### config.mk
export PLATFORM = sky130hd
export DESIGN_NAME = xfer_target_unit
export DESIGN_NICKNAME = d
export VERILOG_FILES = /design/src/rtl/xfer_pkg.sv /design/src/rtl/xfer_decode.sv /design/src/rtl/xfer_cond.sv /design/src/rtl/xfer_target.sv /design/src/rtl/xfer_target_unit.sv
export SDC_FILE = /design/constraint.sdc
export NUM_CORES = 1
export LEC_CHECK = 0
export BUFFER_PORTS_ARGS = -buffer_cell sky130_fd_sc_hd__buf_4
export CAP_MARGIN = 20
export CORE_ASPECT_RATIO = 0.9
export CORE_MARGIN = 8
export CORE_UTILIZATION = 58
export DETAILED_ROUTE_END_ITERATION = 10
export GPL_ROUTABILITY_DRIVEN = 0
export PLACE_DENSITY_LB_ADDON = 0.2
export SKIP_CTS_REPAIR_TIMING = 1
export SYNTH_ARGS = -nofsm -noshare
export SYNTH_HDL_FRONTEND = slang
export SYNTH_SLANG_ARGS = --single-unit
### constraint.sdc
create_clock -name clk -period 6.4 [get_ports clk]
set_input_delay 1.28 -clock clk [delete_from_list [all_inputs] [get_ports clk]]
set_output_delay 1.28 -clock clk [all_outputs]
set_load 0.005 [all_outputs]
### src/rtl/xfer_pkg.sv
package xfer_pkg;

    localparam int INSTR_W = 32;
    localparam int OPC_W   = 6;
    localparam int FN_W    = 6;
    localparam int OFF_W   = 16;
    localparam int IDX_W   = 26;

    localparam logic [OPC_W-1:0] OPC_SPECIAL = 6'b000000;
    localparam logic [OPC_W-1:0] OPC_JMP     = 6'b000010;
    localparam logic [OPC_W-1:0] OPC_CALL    = 6'b000011;
    localparam logic [OPC_W-1:0] OPC_CMP_EQ  = 6'b000100;
    localparam logic [OPC_W-1:0] OPC_CMP_NE  = 6'b000101;
    localparam logic [OPC_W-1:0] OPC_LE_Z    = 6'b000110;
    localparam logic [OPC_W-1:0] OPC_GT_Z    = 6'b000111;
    localparam logic [FN_W-1:0]  FN_JREG     = 6'b001000;

    typedef enum logic [2:0] {
        XK_NONE,
        XK_CMP_EQ,
        XK_CMP_NE,
        XK_LE_Z,
        XK_GT_Z,
        XK_JMP,
        XK_CALL,
        XK_JREG
    } xfer_kind_e;

endpackage

### src/rtl/xfer_decode.sv
module xfer_decode
    import xfer_pkg::*;
(
    input  logic [OPC_W-1:0] opc,
    input  logic [FN_W-1:0]  fn,
    output xfer_kind_e       kind,
    output logic             is_xfer
);

    always_comb begin
        kind = XK_NONE;
        unique case (opc)
            OPC_CMP_EQ:  kind = XK_CMP_EQ;
            OPC_CMP_NE:  kind = XK_CMP_NE;
            OPC_LE_Z:    kind = XK_LE_Z;
            OPC_GT_Z:    kind = XK_GT_Z;
            OPC_JMP:     kind = XK_JMP;
            OPC_CALL:    kind = XK_CALL;
            OPC_SPECIAL: kind = (fn == FN_JREG) ? XK_JREG : XK_NONE;
            default:     kind = XK_NONE;
        endcase
    end

    assign is_xfer = (kind != XK_NONE);

endmodule

### src/rtl/xfer_cond.sv
module xfer_cond
    import xfer_pkg::*;
#(
    parameter int DW = 32
) (
    input  xfer_kind_e     kind,
    input  logic [DW-1:0]  op_a,
    input  logic [DW-1:0]  op_b,
    output logic           taken
);

    logic same;
    logic a_zero;
    logic a_neg;

    assign same   = (op_a == op_b);
    assign a_zero = ~|op_a;
    assign a_neg  = op_a[DW-1];

    always_comb begin
        unique case (kind)
            XK_CMP_EQ: taken = same;
            XK_CMP_NE: taken = ~same;
            XK_LE_Z:   taken = a_neg | a_zero;
            XK_GT_Z:   taken = ~a_neg & ~a_zero;
            XK_JMP,
            XK_CALL,
            XK_JREG:   taken = 1'b1;
            default:   taken = 1'b0;
        endcase
    end

endmodule

### src/rtl/xfer_target.sv
module xfer_target
    import xfer_pkg::*;
#(
    parameter int AW = 32,
    parameter int DW = 32
) (
    input  xfer_kind_e        kind,
    input  logic [AW-1:0]     pc,
    input  logic [OFF_W-1:0]  offset,
    input  logic [IDX_W-1:0]  index,
    input  logic [DW-1:0]     op_a,
    output logic [AW-1:0]     target,
    output logic              misalign,
    output logic [AW-1:0]     link_addr
);

    localparam int REGION_LSB = IDX_W + 2;
    localparam int SEXT_W     = AW - OFF_W - 2;

    logic [AW-1:0] slot_pc;
    logic [AW-1:0] rel_tgt;
    logic [AW-1:0] region_tgt;
    logic [AW-1:0] reg_tgt;

    assign slot_pc   = pc + AW'(4);
    assign link_addr = pc + AW'(8);
    assign rel_tgt   = slot_pc + {{SEXT_W{offset[OFF_W-1]}}, offset, 2'b00};
    assign reg_tgt   = op_a[AW-1:0];

    generate
        if (AW > REGION_LSB) begin : g_region
            assign region_tgt = {slot_pc[AW-1:REGION_LSB], index, 2'b00};
        end else begin : g_flat
            assign region_tgt = AW'({index, 2'b00});
        end
    endgenerate

    always_comb begin
        unique case (kind)
            XK_JMP,
            XK_CALL: target = region_tgt;
            XK_JREG: target = reg_tgt;
            default: target = rel_tgt;
        endcase
    end

    assign misalign = (kind == XK_JREG) && (|op_a[1:0]);

endmodule

### src/rtl/xfer_target_unit.sv
module xfer_target_unit
    import xfer_pkg::*;
#(
    parameter int AW       = 32,
    parameter int DW       = 32,
    parameter int LINK_REG = 31
) (
    input  logic               clk,
    input  logic               rst_n,
    input  logic               issue_vld,
    input  logic [AW-1:0]      issue_pc,
    input  logic [INSTR_W-1:0] issue_instr,
    input  logic [DW-1:0]      rs_val,
    input  logic [DW-1:0]      rt_val,
    output logic               redir_vld,
    output logic [AW-1:0]      redir_pc,
    output logic               redir_misalign,
    output logic               link_we,
    output logic [4:0]         link_idx,
    output logic [AW-1:0]      link_data,
    output logic               slot_err
);

    typedef struct packed {
        logic          in_slot;
        logic          pend;
        logic [AW-1:0] pend_tgt;
        logic          pend_mis;
        logic          redir_vld;
        logic [AW-1:0] redir_pc;
        logic          redir_mis;
        logic          link_we;
        logic [AW-1:0] link_data;
        logic          slot_err;
    } unit_state_t;

    unit_state_t st_d, st_q;

    xfer_kind_e    kind;
    logic          is_xfer;
    logic          taken;
    logic [AW-1:0] tgt;
    logic          tgt_mis;
    logic [AW-1:0] ret_addr;

    xfer_decode i_decode (
        .opc     (issue_instr[INSTR_W-1 -: OPC_W]),
        .fn      (issue_instr[FN_W-1:0]),
        .kind    (kind),
        .is_xfer (is_xfer)
    );

    xfer_cond #(.DW(DW)) i_cond (
        .kind  (kind),
        .op_a  (rs_val),
        .op_b  (rt_val),
        .taken (taken)
    );

    xfer_target #(.AW(AW), .DW(DW)) i_target (
        .kind      (kind),
        .pc        (issue_pc),
        .offset    (issue_instr[OFF_W-1:0]),
        .index     (issue_instr[IDX_W-1:0]),
        .op_a      (rs_val),
        .target    (tgt),
        .misalign  (tgt_mis),
        .link_addr (ret_addr)
    );

    // next-state: a held decision is released by the next issued instruction
    always_comb begin
        st_d           = st_q;
        st_d.redir_vld = 1'b0;
        st_d.redir_mis = 1'b0;
        st_d.link_we   = 1'b0;
        st_d.slot_err  = 1'b0;
        if (issue_vld) begin
            if (st_q.in_slot) begin
                st_d.in_slot = 1'b0;
                st_d.pend    = 1'b0;
                if (st_q.pend) begin
                    st_d.redir_vld = 1'b1;
                    st_d.redir_pc  = st_q.pend_tgt;
                    st_d.redir_mis = st_q.pend_mis;
                end
                if (is_xfer) begin
                    st_d.slot_err = 1'b1;
                end
            end else if (is_xfer) begin
                st_d.in_slot  = 1'b1;
                st_d.pend     = taken;
                st_d.pend_tgt = tgt;
                st_d.pend_mis = tgt_mis;
                if (kind == XK_CALL) begin
                    st_d.link_we   = 1'b1;
                    st_d.link_data = ret_addr;
                end
            end
        end
    end

    always_ff @(posedge clk) begin
        if (!rst_n) begin
            st_q <= '0;
        end else begin
            st_q <= st_d;
        end
    end

    assign redir_vld      = st_q.redir_vld;
    assign redir_pc       = st_q.redir_pc;
    assign redir_misalign = st_q.redir_mis;
    assign link_we        = st_q.link_we;
    assign link_idx       = 5'(LINK_REG);
    assign link_data      = st_q.link_data;
    assign slot_err       = st_q.slot_err;

endmodule

==> reports/results.tsv, run 1 <==
stage	metric	value	unit
run_status	outcome	completed	
sta	setup_tns	0	ns
worst_setup_path	R2R Setup Slk	4.51	ns
sta	RSZ-0062 raised after global routing	no	
drt	Routed wire per std cell	19.1	um
run	Max Cap Viol	0	
cells_and_area	final non-filler cell area	0.00883	mm^2
drt	Total Wirelength	23200	um
worst_setup_path	Setup crit end kind	register	
power	pwr dens	187	mW/mm^2
place	PortBufs	198	
sta	Worst Max-Slew Pin Slew	0.995	ns
global_routing	gr ovfl total	0	
global_routing	initial antenna violation count	0	
clocking	root buf cell	clkbuf_16	
worst_setup_path	CP startpoint kind	input port	
power	Total Power	1.66	mW
global_routing	GRT Total Usage	0.268	
drt	Vias/cell	6.08	
power	VDD IR-drop max	0.149	mV
floorplanning	Die ar.	0.0168	mm^2
worst_setup_path	r2r endpoint	link_data[4]	
sta	post-layout min period	4.92	ns
power	P_leak	3.52	nW
clocking	htree depth	3	
drt	ANT nets after route	0	
worst_setup_path	critical path required time	6.69	ns
yosys	Syn Area/Cell	7.84	um^2
worst_setup_path	reg-to-reg startpoint	st_q[102]	
yosys	yosys warns	0	
sta	period utilization	0.769	
clocking	CTS clk-pin slew, worst paths	0.08	ns
yosys	Primary FF master, synth	dfxtp_1	
place	placed standard-cell area	0.00851	mm^2
drt	Residual DRC	0	
floorplanning	Core Region	0.0126	mm^2
floorplanning	Rows	39	
cells_and_area	Final #Nets	1217	
yosys	Synth Register Bits	103	
yosys	cells after synthesis	952	
clocking	CTS tree	done	
floorplanning	Die X	136	um
worst_hold_path	hold_sp	st_q[84]	
drt	top sig layer	met4	
cells_and_area	P&R area growth vs syn	18.3	%
drt	met2 WL	10800	um
global_routing	vias in the first global route	6889	
yosys	asr flop ratio synth	0	
worst_setup_path	worst-path maximum fanout	6	
cells_and_area	leading cell types in the layout, fill and taps excluded	buf_4 (205), nand2_1 (117), dfxtp_1 (103), a21oi_1 (83), nor2_1 (73)	
drt	DRT Pass-1 Iters	7	
cells_and_area	share of cells above drive strength 1	0.229	
drt	WL met3	2520	um
global_routing	first-pass GRT wire length	35600	um
cells_and_area	# diodes	0	
sta	clk_skew	0.00894	ns
yosys	Post-synth EDFFs	0	
worst_setup_path	Setup crit end	st_q[100]	
floorplanning	die height	124	um
drt	via count	7400	
clocking	Worst-Skew Late Latency	0.36	ns
floorplanning	I/O pin cnt	204	
sta	Max-slew headroom	0.336	
yosys	Syn Std Cell Area	0.00747	mm^2
floorplanning	initial core utilization	0.591	
clocking	CTS Buffer Depth	2	
clocking	CTS buffer count	9	
worst_setup_path	Worst Path Arrival	5.21	ns
sta	Final Max Slew Viols	0	
sta	Fin. Hold Viols	0	
drt	met1 WL	9330	um
worst_setup_path	Critical path origin	issue_pc[3]	
clocking	Sink Count	103	
worst_hold_path	worst hold path type	register to register	
global_routing	largest net degree at the start of global routing	61	
yosys	Distinct cells, synth	70	
sta	max frequency	203	MHz
worst_setup_path	worst reg2reg path depth	4	
worst_setup_path	critical setup path kind	input port to register	
drt	1st-iter DRT viols	774	
place	estimated wirelength of the detail-placed design	18200	um
yosys	Seq/Total Area, Yosys	0.276	
sta	# setup viols final	0	
cells_and_area	leading cell type in the layout, fill and taps excluded	buf_4	
-- critical path, cell delays in order --
cell	delay (ns)
buf_4	0.10
ha_1	0.23
and4_1	0.24
and4_1	0.35
and3_1	0.25
and2b_1	0.26
nand4_1	0.14
xnor2_1	0.15
ha_1	0.37
nand2_1	0.12
o21ai_1	0.18
nor4_1	0.09
nor3_1	0.33
o211ai_1	0.19
a221o_1	0.35
or4_1	0.47
o211ai_1	0.11
-- Yosys cell counts, types with 3 or more instances --
master | n | area (um^2)
xnor2_1 | 44 | 385
nand2_1 | 117 | 439
and3_1 | 10 | 62.6
clkbuf_1 | 46 | 173
a221o_1 | 3 | 30.0
or3_1 | 3 | 18.8
nand4_1 | 15 | 93.8
nor4_1 | 20 | 125
o21ai_1 | 3 | 15.0
nor3_1 | 15 | 75.1
buf_1 | 4 | 15.0
o21a_1 | 4 | 30.0
o21ai_0 | 40 | 200
inv_1 | 10 | 37.5
xor2_1 | 62 | 543
buf_4 | 69 | 518
a21oi_1 | 83 | 415
dfxtp_1 | 103 | 2060
o211ai_1 | 3 | 22.5
ha_1 | 36 | 450
o21bai_1 | 6 | 45.0
nor3b_1 | 3 | 22.5
mux2i_1 | 6 | 60.1
a221oi_1 | 11 | 96.3
a31oi_1 | 6 | 37.5
buf_2 | 5 | 25.0
nand3_1 | 33 | 165
a21o_1 | 5 | 37.5
nor2b_1 | 4 | 25.0
and2_1 | 3 | 18.8
a211oi_1 | 40 | 300
a222oi_1 | 18 | 180
nor2_1 | 75 | 282
and4_1 | 4 | 35.0
-- report_power, final --
part / total (mW) / internal (mW) / switching (mW)
clock: 0.596 / 0.313 / 0.283
combinational: 0.403 / 0.182 / 0.221
sequential: 0.656 / 0.650 / 0.00599
-- routing by layer --
metal  vias up  GRT usage
met5         -          0
met4         0      0.103
met3        40     0.0758
met2       365      0.437
met1      3444      0.331
li1       3551          -
-- cell families after synthesis --
family	after synthesis	synth area share
simple gates	319	0.204
compound gates	245	0.220
flops	103	0.276
mux	7	0.00955
xor+xnor	106	0.124
buf+inv	134	0.103
other cells	1	0.000502
fa+ha+maj	37	0.0630
-- metrics by stage --
step	std cells	worst slack, ns	utilization	hold WS [ns]
3_3_place_gp	1201	1.34	0.673	0.439
5_1_grt	1218	1.11	0.699	0.468
3_5_place_dp	1201	1.14	0.673	0.439
4_1_cts	1217	1.52	0.698	0.449
2_1_floorplan	956	1.69	-	0.429
6_report	1218	1.48	0.699	0.446
-- registers in the layout, summed over array words and instances (netlist names) --
register        count
link_we             1
redir_pc           32
st_q               35
slot_err            1
redir_misalign      1
link_data          32
redir_vld           1
-- final cells by class --
class	instances	area (um^2)
inverters	10	37.5
clock inverters	7	83.8
flip-flops and latches	103	2060
fillers	1110	3810
well taps	164	205
multi-input cells	719	4660
repair buffers	206	1550
clock buffers	9	225
-- how the worst min path moves through the flow --
stage                   end  cells past startpoint
3_3_place_gp   redir_pc[26]                      2
2_1_floorplan   redir_pc[0]                      2
3_5_place_dp    redir_pc[1]                      2
4_1_cts        redir_pc[24]                      2
6_report       redir_pc[15]                      2
5_1_grt         redir_pc[1]                      2
Note: power is estimated with default switching activity, not from simulation.
==> run 2, diff against run 1 <==
--- a/config.mk
+++ b/config.mk
@@ -9,7 +9,7 @@
 export CAP_MARGIN = 20
 export CORE_ASPECT_RATIO = 0.9
 export CORE_MARGIN = 8
-export CORE_UTILIZATION = 58
+export CORE_UTILIZATION = 49
 export DETAILED_ROUTE_END_ITERATION = 10
 export GPL_ROUTABILITY_DRIVEN = 0
 export PLACE_DENSITY_LB_ADDON = 0.2
==> constraint.sdc (replaced) <==
create_clock -name clk -period 4.3 [get_ports clk]
set_input_delay 0.86 -clock clk [delete_from_list [all_inputs] [get_ports clk]]
set_output_delay 0.86 -clock clk [all_outputs]
set_load 0.005 [all_outputs]
==> run 2 against run 1 <==
Global-route usage decreased by 2.5 points. Cell area up 2.4%. Highest routed layer unchanged. Combinational power rose by 52%. Largest cell class unchanged. Via count shrank 0.27%.
==> reports/results.tsv, run 2 (synthesized netlist as in run 1, its figures left out) <==
stage	metric	value	unit
run_status	outcome	completed	
worst_setup_path	r2r endpoint	redir_pc[30]	
floorplanning	I/O pin cnt	204	
worst_setup_path	R2R Setup Slk	2.26	ns
worst_setup_path	Critical path origin	issue_pc[3]	
global_routing	vias in the first global route	7079	
sta	Max-slew headroom	0.311	
cells_and_area	fin cells	1275	
cells_and_area	Largest register FFs	35	
worst_setup_path	worst reg2reg path depth	4	
global_routing	first-pass GRT wire length	38000	um
place	estimated wirelength of the detail-placed design	19100	um
drt	Vias/cell	5.79	
drt	via count	7380	
sta	post-layout min period	4.01	ns
clocking	CTS clk-pin slew, worst paths	0.08	ns
floorplanning	Die ar.	0.0194	mm^2
cells_and_area	leading cell types in the layout, fill and taps excluded	buf_4 (229), nand2_1 (117), dfxtp_1 (103), a21oi_1 (83), nor2_1 (73)	
global_routing	largest net degree at the start of global routing	62	
floorplanning	initial core utilization	0.504	
clocking	CTS tree	done	
global_routing	gr ovfl total	0	
worst_hold_path	hold_sp	redir_pc[8]	
worst_setup_path	Setup crit end	st_q[99]	
worst_setup_path	worst-path maximum fanout	5	
sta	max frequency	249	MHz
floorplanning	Die X	146	um
sta	RSZ-0062 raised after global routing	no	
global_routing	initial antenna violation count	0	
sta	Worst Max-Slew Pin Slew	1.03	ns
drt	DRT Pass-1 Iters	5	
place	Inst Count DP	1259	
cells_and_area	FILL cells	1410	
clocking	CTS Buffer Depth	2	
sta	Final Max Slew Viols	0	
power	pwr dens	272	mW/mm^2
worst_hold_path	worst hold path type	register to register	
sta	period utilization	0.933	
cells_and_area	share of cells above drive strength 1	0.245	
worst_setup_path	critical path required time	4.55	ns
power	VDD IR-drop max	0.196	mV
clocking	htree depth	3	
cells_and_area	# diodes	0	
sta	clk_skew	0.00587	ns
sta	Fin. Hold Viols	0	
clocking	Worst-Skew Late Latency	0.36	ns
cells_and_area	Largest Register	st_q	
floorplanning	Rows	42	
worst_setup_path	critical setup path kind	input port to register	
cells_and_area	Final #Nets	1240	
drt	Total Wirelength	24100	um
cells_and_area	leading cell type in the layout, fill and taps excluded	buf_4	
global_routing	GRT Total Usage	0.243	
drt	1st-iter DRT viols	617	
drt	Routed wire per std cell	18.9	um
worst_setup_path	Worst Path Arrival	4.26	ns
power	P_leak	3.64	nW
clocking	Sink Count	103	
clocking	CTS buffer count	9	
run	Max Cap Viol	0	
drt	ANT nets after route	0	
sta	# setup viols final	0	
cells_and_area	P&R area growth vs syn	21.1	%
worst_setup_path	CP startpoint kind	input port	
worst_setup_path	Setup crit end kind	register	
worst_setup_path	reg-to-reg startpoint	st_q[102]	
power	Total Power	2.46	mW
floorplanning	Core Region	0.0148	mm^2
floorplanning	die height	133	um
drt	Residual DRC	0	
clocking	root buf cell	clkbuf_16	
place	PortBufs	198	
-- run 2: where the power goes --
| group | leakage (nW) | total [mW] | switching [mW] | internal (mW) |
|---|---|---|---|---|
| clock | 0.155 | 0.875 | 0.409 | 0.466 |
| sequential | 0.832 | 0.977 | 0.00880 | 0.968 |
| combinational | 2.65 | 0.612 | 0.333 | 0.280 |
| total | 3.64 | 2.46 | 0.751 | 1.71 |
-- run 2: worst min path at each step --
stage | to | slack [ns] | cells past startpoint
6_report | redir_pc[8] | 0.45 | 2
5_1_grt | redir_pc[13] | 0.48 | 2
4_1_cts | redir_pc[13] | 0.46 | 2
3_5_place_dp | redir_pc[13] | 0.44 | 2
3_3_place_gp | redir_pc[13] | 0.44 | 2
2_1_floorplan | redir_pc[0] | 0.43 | 2
-- run 2: through the flow --
step                      instance area (um^2)  setup slack (ns)  TNS [ns]  hold WS, ns  utilization
after floorplan                           7480           0.00562         0        0.429            -
after global placement                    8740            0.0378         0        0.438        0.589
after detailed placement                  8740           -0.0623    -0.106        0.440        0.589
after CTS                                 9040             0.315         0        0.456        0.610
after global routing                      9040           0.00594         0        0.476        0.610
final                                     9040             0.289         0        0.454        0.610
-- run 2: final cells by class --
type	instances	area [um^2]	share of cell area
Clock buffer	9	225	0.0249
Timing Repair Buffer	229	1720	0.190
Multi-Input combinational cell	719	4670	0.516
Inverter	10	37.5	0.00415
Sequential cell	103	2060	0.228
Tap cell	198	248	0.0274
Clock inverter	7	83.8	0.00927
-- run 2: critical path, cell delays in order --
cell and delay, ns:
buf_4 0.08, ha_1 0.14, and4_1 0.20, and4_1 0.24
and3_1 0.21, and2b_1 0.19, nand4_1 0.12, xnor2_1 0.15
ha_1 0.34, a21oi_1 0.17, nand2_1 0.10, or3_1 0.38
o21bai_1 0.25, a211o_1 0.21, a211oi_1 0.09, o21ai_0 0.18
or3b_1 0.35
-- run 2: routing by layer --
| layer | global-route usage | up-vias | routed length [um] | share of wire |
|---|---|---|---|---|
| met1 | 0.308 | 3455 | 10300 | 0.43 |
| met3 | 0.0721 | 32 | 2160 | 0.089 |
| li1 | - | 3600 | - | - |
| met2 | 0.393 | 293 | 11300 | 0.47 |
| met5 | 0 | - | 0 | 0 |
| met4 | 0.0703 | 0 | 437 | 0.018 |
